### config.mk
export PLATFORM = sky130hd
export DESIGN_NAME = tsg_top
export DESIGN_NICKNAME = d
export VERILOG_FILES = /design/src/rtl/tsg_pkg.sv /design/src/rtl/tsg_slice.sv /design/src/rtl/tsg_match.sv /design/src/rtl/tsg_top.sv
export SDC_FILE = /design/constraint.sdc
export NUM_CORES = 1
export LEC_CHECK = 0
export CAP_MARGIN = 20
export CORE_UTILIZATION = 40
export CTS_BUF_LIST = sky130_fd_sc_hd__clkbuf_16
export DETAILED_ROUTE_END_ITERATION = 10
export SYNTH_ARGS = -nofsm -noshare
export SYNTH_HDL_FRONTEND = slang
export SYNTH_SLANG_ARGS = --single-unit
### constraint.sdc
create_clock -name clk -period 3.25 [get_ports clk]
set_clock_uncertainty 0.1 [all_clocks]
set_input_delay 0.4875 -clock clk [delete_from_list [all_inputs] [get_ports clk]]
set_output_delay 0.4875 -clock clk [all_outputs]
set_load 0.01 [all_outputs]
### src/rtl/tsg_pkg.sv
package tsg_pkg;

  localparam int TSG_WORD_W = 32;

  typedef enum logic [1:0] {
    FLD_PERIOD = 2'd0,
    FLD_OPEN   = 2'd1,
    FLD_CLOSE  = 2'd2,
    FLD_PEER   = 2'd3
  } tsg_field_e;

  // next counter value on a strobe: wrap after the cycle-length value
  function automatic logic [TSG_WORD_W-1:0] tsg_next_count(
    input logic [TSG_WORD_W-1:0] cnt,
    input logic [TSG_WORD_W-1:0] last
  );
    if (cnt >= last) return '0;
    return cnt + 1'b1;
  endfunction

  // inclusive window membership
  function automatic logic tsg_in_window(
    input logic [TSG_WORD_W-1:0] cnt,
    input logic [TSG_WORD_W-1:0] first,
    input logic [TSG_WORD_W-1:0] final_us
  );
    return (cnt >= first) && (cnt <= final_us);
  endfunction

endpackage

### src/rtl/tsg_slice.sv
module tsg_slice
  import tsg_pkg::*;
#(
  parameter int CNT_W  = 32,
  parameter int ADDR_W = 32
) (
  input  logic              clk,
  input  logic              rst_n,
  input  logic              us_tick,
  input  logic              cfg_we,
  input  tsg_field_e        cfg_field,
  input  logic [31:0]       cfg_data,
  output logic              open,
  output logic [ADDR_W-1:0] peer
);

  logic [CNT_W-1:0] period_q, open_at_q, close_at_q, cnt_q;
  logic [CNT_W-1:0] cnt_step;
  logic             wrap_evt, step_evt, clear_evt;

  assign clear_evt = cfg_we;
  assign step_evt  = us_tick && !cfg_we;
  assign wrap_evt  = step_evt && (cnt_q == period_q);
  assign cnt_step  = CNT_W'(tsg_next_count(32'(cnt_q), 32'(period_q)));

  always_ff @(posedge clk) begin
    if (!rst_n) begin
      period_q   <= '0;
      open_at_q  <= '0;
      close_at_q <= '0;
      peer       <= '0;
    end else if (cfg_we) begin
      unique case (cfg_field)
        FLD_PERIOD: period_q   <= cfg_data[CNT_W-1:0];
        FLD_OPEN:   open_at_q  <= cfg_data[CNT_W-1:0];
        FLD_CLOSE:  close_at_q <= cfg_data[CNT_W-1:0];
        FLD_PEER:   peer       <= cfg_data[ADDR_W-1:0];
      endcase
    end
  end

  always_ff @(posedge clk) begin
    if (!rst_n)         cnt_q <= '0;
    else if (clear_evt) cnt_q <= '0;
    else if (step_evt)  cnt_q <= cnt_step;
  end

  assign open = tsg_in_window(32'(cnt_q), 32'(open_at_q), 32'(close_at_q));

  assert_step_R3: assert property (@(posedge clk) disable iff (!rst_n)
    (step_evt && !wrap_evt) |=> (cnt_q == $past(cnt_q) + 1'b1));
  assert_hold_R3: assert property (@(posedge clk) disable iff (!rst_n)
    (!us_tick && !cfg_we) |=> $stable(cnt_q));
  assert_wrap_R4: assert property (@(posedge clk) disable iff (!rst_n)
    wrap_evt |=> (cnt_q == '0));
  assert_bound_R4: assert property (@(posedge clk) disable iff (!rst_n)
    cnt_q <= period_q);
  assert_clear_R7: assert property (@(posedge clk) disable iff (!rst_n)
    clear_evt |=> (cnt_q == '0));
  assert_empty_R6: assert property (@(posedge clk) disable iff (!rst_n)
    (open_at_q > close_at_q) |-> !open);

endmodule

### src/rtl/tsg_match.sv
module tsg_match #(
  parameter int ADDR_W = 32,
  parameter int N_SL   = 2
) (
  input  logic                     clk,
  input  logic                     rst_n,
  input  logic [ADDR_W-1:0]        dst,
  input  logic [N_SL*ADDR_W-1:0]   peers,
  input  logic [N_SL-1:0]          opens,
  output logic                     grant
);

  logic [N_SL-1:0] hit;
  logic            pick_one;

  for (genvar g = 0; g < N_SL; g++) begin : g_cmp
    assign hit[g] = (peers[g*ADDR_W +: ADDR_W] == dst);
  end

  // slice 0 wins ties and is the fallback
  assign pick_one = hit[1] && !hit[0];
  assign grant    = pick_one ? opens[1] : opens[0];

  assert_pick_R8: assert property (@(posedge clk) disable iff (!rst_n)
    (peers[2*ADDR_W-1:ADDR_W] == dst && peers[ADDR_W-1:0] != dst) |-> (grant == opens[1]));
  assert_default_R9: assert property (@(posedge clk) disable iff (!rst_n)
    (peers[ADDR_W-1:0] == dst || peers[2*ADDR_W-1:ADDR_W] != dst) |-> (grant == opens[0]));

endmodule

### src/rtl/tsg_top.sv
module tsg_top
  import tsg_pkg::*;
#(
  parameter int CNT_W  = 32,
  parameter int ADDR_W = 32
) (
  input  logic        clk,
  input  logic        rst_n,
  input  logic        us_tick,
  input  logic        wr_en,
  input  logic [2:0]  wr_sel,
  input  logic [31:0] wr_data,
  input  logic [31:0] dst_lo,
  output logic [1:0]  slice_open,
  output logic        tx_grant
);

  localparam int N_SL = 2;

  logic [N_SL-1:0]        we_vec;
  logic [N_SL*ADDR_W-1:0] peer_flat;
  tsg_field_e             field;

  assign field = tsg_field_e'(wr_sel[1:0]);

  for (genvar g = 0; g < N_SL; g++) begin : g_slice
    assign we_vec[g] = wr_en && (wr_sel[2] == 1'(g));
    tsg_slice #(.CNT_W(CNT_W), .ADDR_W(ADDR_W)) u_slice (
      .clk(clk), .rst_n(rst_n), .us_tick(us_tick),
      .cfg_we(we_vec[g]), .cfg_field(field), .cfg_data(wr_data),
      .open(slice_open[g]), .peer(peer_flat[g*ADDR_W +: ADDR_W])
    );
  end

  tsg_match #(.ADDR_W(ADDR_W), .N_SL(N_SL)) u_match (
    .clk(clk), .rst_n(rst_n), .dst(dst_lo[ADDR_W-1:0]),
    .peers(peer_flat), .opens(slice_open), .grant(tx_grant)
  );

  assert_onewrite_R2: assert property (@(posedge clk) disable iff (!rst_n)
    $onehot0(we_vec));
  assert_nowrite_R7: assert property (@(posedge clk) disable iff (!rst_n)
    !wr_en |-> (we_vec == '0));

endmodule

# Word-level counts from Yosys, hierarchy flattened
# Cells that the tools add are included.
dict set report word_totals {
  reg_bits 320
  input_bits 71
  out_inout_bits 3
  wordCells 53
}
dict set report classes {
  add_sub_neg 2
  order_cmp 6
  eq_ne 5
  mux 7
  n_bitwise 2
  reduce_logical 21
}
# operator n
set op_table {}
lappend op_table {{$ge 32x32->1} 4}
lappend op_table {{$mux 32} 4}
lappend op_table {{$add 32x1->32 const B} 2}
lappend op_table {{$eq 32x32->1} 2}
lappend op_table {{$le 32x32->1} 2}
lappend op_table {{$reduce_and 2->1} 8}
lappend op_table {{$logic_and 1x1->1} 7}
lappend op_table {{$eq 2x2->1 const B} 2}
lappend op_table {{$reduce_or 2->1} 2}
lappend op_table {{$logic_not 1->1} 3}
lappend op_table {{$mux 1} 3}
lappend op_table {{$eq 2x1->1 const B} 1}
lappend op_table {{$logic_not 2->1} 1}
lappend op_table {{$not 1->1} 2}

# Depth between registers and ports, before layout
dict set report depth {
  word_depth 4
  depth_mapped 11
  ltp_nobuf 9
}

# By module
# Synthesis repeated with hierarchy kept, for this count alone.
dict set report hier_totals {
  cells_unflattened 2195
  area_unflattened_um2 17742.0
}
# mod n_inst cells_each area_per_inst_um2 seq_area_each_um2
set by_module_without_submodules {}
lappend by_module_without_submodules {{tsg_slice (g_slice[0].u_slice)} 1 1052 8555.7 3203.1}
lappend by_module_without_submodules {{tsg_slice (g_slice[1].u_slice)} 1 1055 8465.6 3203.1}
lappend by_module_without_submodules {tsg_match 1 86 704.4 0.0}
lappend by_module_without_submodules {tsg_top 1 2 16.3 0.0}

# Worst setup path after synthesis
# No wires, ideal clock.
dict set report synth_path {
  path_kind {reg-to-output}
  startpoint {reg g_slice[0].u_slice.cnt_q[0]}
  endpoint {out tx_grant}
  arrival_time_ns 2.149
  slack_ns 0.514
  stages_incl_launch_ff 10
  path_buffers 0
  path_cell_list {dfxtp_1 -> inv_1 -> ha_1 -> nand2b_1 -> a2111oi_0 -> nor4_1 -> o41ai_1 -> a211oi_1 -> a2bb2oi_1 -> mux2_2}
}
dict set report synth_between {
  elab_chain_len 3
}
# element line_no
set synth_rtl {}
lappend synth_rtl {{from (decl)} tsg_slice.sv:17} ;# logic [CNT_W-1:0] period_q, open_at_q, close_at_q, cnt_q;
lappend synth_rtl {{from (signal assigned)} tsg_slice.sv:45} ;# else if (step_evt) cnt_q <= cnt_step;
lappend synth_rtl {{$ge 32x32->1 / $le 32x32->1 (equally long branches)} tsg_pkg.sv:27} ;# return (cnt >= first) && (cnt <= final_us);
lappend synth_rtl {{$logic_and 1x1->1 *} tsg_pkg.sv:27}
lappend synth_rtl {{named net g_slice[0].u_slice.open} tsg_slice.sv:13} ;# output logic open,
lappend synth_rtl {{$mux 1 *} tsg_match.sv:22} ;# assign grant = pick_one ? opens[1] : opens[0];
lappend synth_rtl {{to (decl)} tsg_top.sv:15} ;# output logic tx_grant
# Mark *: on every way through the listed nets, which the timed path passes. The rest lies on a longest branch.

# Final worst setup path
dict set report layout_path {
  startpoint {reg g_slice[0].u_slice.close_at_q[10]}
  endpoint {out tx_grant}
}
dict set report layout_between {
  elab_chain_len 3
}
# element line_no
set layout_rtl {}
lappend layout_rtl {{from (decl)} tsg_slice.sv:17}
lappend layout_rtl {{from (signal assigned)} tsg_slice.sv:36} ;# FLD_CLOSE: close_at_q <= cfg_data[CNT_W-1:0];
lappend layout_rtl {{$le 32x32->1} tsg_pkg.sv:27}
lappend layout_rtl {{$logic_and 1x1->1} tsg_pkg.sv:27}
lappend layout_rtl {{$mux 1} tsg_match.sv:22}
# No other way between the ends.

==> results.yml <==
final_layout:
  antenna_cells: 0
  fin_util_pct: 49.7
  drive_gt1_share_pct: 14.3
  fin_area_um2: 22100
  fillers: 4244
  finish.net_count: 2700
  layoutNonFillerInstCount: 3056
  syn_to_final_growth_pct: 22.2
worst_hold_path:
  min_from: "rst_n"
  holdPathEnd: "g_slice[1].u_slice.period_q[21]"
  hold_path.class: "in2reg"
  worstHoldPathCells: 2
power:
  ir_drop_uv: 318
  leakagePower_nw: 8.73
  powerDensity_nw_per_um2: 416
drt:
  first_pass_iters: 5
  antenna_left: 0
  drcViolationCount: 0
  totalWireLength_um: 54000
  vias: 15900
  drt_iter0_markers: 1062
  vias_per_cell: 5.19
  wire_per_inst_um: 17.7
grt:
  use_met2_pct: 37.4
  grt.overflow.total: 0
  grtUsageMet3_pct: 3.04
  antenna_found_initial: 0
  grt_pass1_wl_um: 85200
  grt_usage_pct: 23.4
  grt_use_met1_pct: 32.6
  grt_busiest_layer: "met2"
  grt_start_max_net_pins: 108
  grt_pass1_vias: 15500
clock_network:
  cts_buffer_depth: 3
  cts.sinks: 320
  h-tree-depth: 2
  cts_tree: "yes"
  postCtsHoldBufs: 0
  root_buffer: "clkbuf_16"
  clk_latency_ns: 0.56
  cts_buffers: 39
  clk_pin_slew_ns: 0.06
logic_synthesis:
  ys_async_sr_fraction_pct: 0
  synth.distinct_cells: 58
  syn_area_um2: 18100
  synth.area.top_cells: "dfxtp_1, ha_1, nand2_1"
  synth-seq-cells: 320
  synth_top_area_cell: "dfxtp_1"
  synth_fp_nets: 2554
  ys.flop_type: "dfxtp_1"
  synth_area_per_cell_um2: 7.90
  yosysTopAreaCellShare_pct: 35.4
  yosysSeqAreaShare_pct: 35.4
  synthCells: 2289
  synth_edf_count: 0
  ys_top_cells_by_count: "nand2_1, dfxtp_1, a21boi_0, ha_1, inv_1"
  ys_warn_count: 0
  yosysMostFrequentCell: "nand2_1"
timing:
  period_needed_ns: 3.47
  rsz0062_at_grt: "true"
  fin_ws_ns: -0.216
  clock.fmax_ghz: 0.289
  setup_violations: 3
  drv_slew: 0
  post-route-period-util_pct: 107
  worstMarginPinSlew_ns: 0.941
  relSlewSlack_pct: 37.3
  hold_viol: 0
setup_path:
  startpoint_type: "flip-flop"
  critPathArrivalTime_ns: 2.88
  worstReg2RegStart: "g_slice[1].u_slice.cnt_q[9]"
  critPathKind: "reg2out"
  critPathCaptureType: "primary output"
  r2r-end: "g_slice[1].u_slice.cnt_q[1]"
  r2r.worst_path.cells: 10
  reg2reg_slack_ns: 0.51
  crit_required_ns: 2.66
  critPathMaxFanout: 2
placed_design:
  pre_cts_slack_ns: -0.317
  place_inst: 2984
  placed_cell_area_um2: 20300
  io_buffers: 73
  gp_congestion: 0.894
  hpwl_um: 38300
job:
  cap_violations: 0
floorplanning:
  die_y_um: 215
  start_util_pct: 40.7
  die-width_um: 215
  num_rows: 77
  die_area_um2: 46000
  core_um2: 44400
  ios: 74
status:
  status: "complete, but fails checks"
  violations: "setup timing"
## worst max-delay path: stages (launching register included)
cell       delay [ns]
dfxtp_2          0.33
inv_2            0.05
ha_4             0.25
nand4_1          0.16
or4_4            0.60
a21oi_4          0.16
o41ai_4          0.09
o211ai_1         0.13
a2bb2oi_2        0.10
mux2_4           0.32
buf_6            0.13
## final cells by class
class,count,area [um^2],share of cell area [%]
clock buffers,41,1030,4.65
well taps,592,741,3.36
inverters,193,724,3.28
multi-input cells,1645,11000,49.9
flip-flops and latches,320,6450,29.2
repair buffers,236,1970,8.93
clock inverters,29,143,0.646
## metrics by stage
stage               total power, W  hold slack (ns)  TNS, ns
floorplan                  0.00464            0.343        0
global placement           0.00512            0.350   -0.649
detailed placement         0.00513            0.356   -0.606
CTS                        0.00926            0.251   -0.484
global route               0.00952            0.283   -0.654
finish                     0.00918            0.277   -0.423
## state kept, by name, summed over array words and instances, names as in the netlist
register	flops
g_slice.u_slice.period_q	64
g_slice.u_slice.open_at_q	64
g_slice.u_slice.peer	64
g_slice.u_slice.close_at_q	64
g_slice.u_slice.cnt_q	64
## layer usage
layer,share of wire (%),vias to the layer above,wire (um)
met1,47,7561,25400
met2,45,387,24000
met4,2.6,0,1390
met5,0,-,0
met3,5.8,82,3160
li1,-,7823,-
## worst max path at each step
stage                                            startpoint        to  slack [ns]  cells past startpoint
after global placement          g_slice[0].u_slice.cnt_q[0]  tx_grant       -0.35                     11
after CTS                 g_slice[0].u_slice.close_at_q[13]  tx_grant       -0.21                     10
after global routing      g_slice[0].u_slice.close_at_q[10]  tx_grant       -0.27                     10
final                     g_slice[0].u_slice.close_at_q[10]  tx_grant       -0.22                     10
after floorplan                 g_slice[0].u_slice.cnt_q[0]  tx_grant        0.51                      9
after detailed placement        g_slice[0].u_slice.cnt_q[0]  tx_grant       -0.32                     11
## timing repair
item,CTS,global route
pin swaps,41,13
endpoints found under the setup margin,3,3
resized for setup,118,25
setup buffers,4,2
gates cloned,0,0
## layout by cell type, fill, tap and decap left out, drive strengths merged, types with 47 or more instances in the layout
cell type | netlist | routed
buf | 6 | 166
dfxtp | 320 | 320
xnor2 | 79 | 79
a21oi | 59 | 59
nand2 | 631 | 631
ha | 194 | 194
a21boi | 258 | 258
clkdlybuf4s50 | 0 | 69
inv | 193 | 205
nand4 | 58 | 58
nor2 | 94 | 94
xor2 | 47 | 47
## power breakdown
group / internal (W) / leakage (nW) / switching [W]
clock: 0.00234 / 0.622 / 0.00173
combinational: 0.000454 / 5.50 / 0.000617
sequential: 0.00400 / 2.60 / 0.0000410
total: 0.00679 / 8.73 / 0.00239
## cell families after synthesis
| group | Yosys count | share of synthesized area (%) |
|---|---|---|
| and+or+nand+nor | 914 | 21.7 |
| AOI/OAI and AO/OA | 408 | 16.1 |
| buffers and inverters | 324 | 7.10 |
| DFF | 320 | 35.4 |
| adders and majority gates | 194 | 13.4 |
| xor gates and xnor gates | 126 | 6.11 |
| muxes | 3 | 0.173 |
Note: power is estimated with default switching activity, not from simulation.
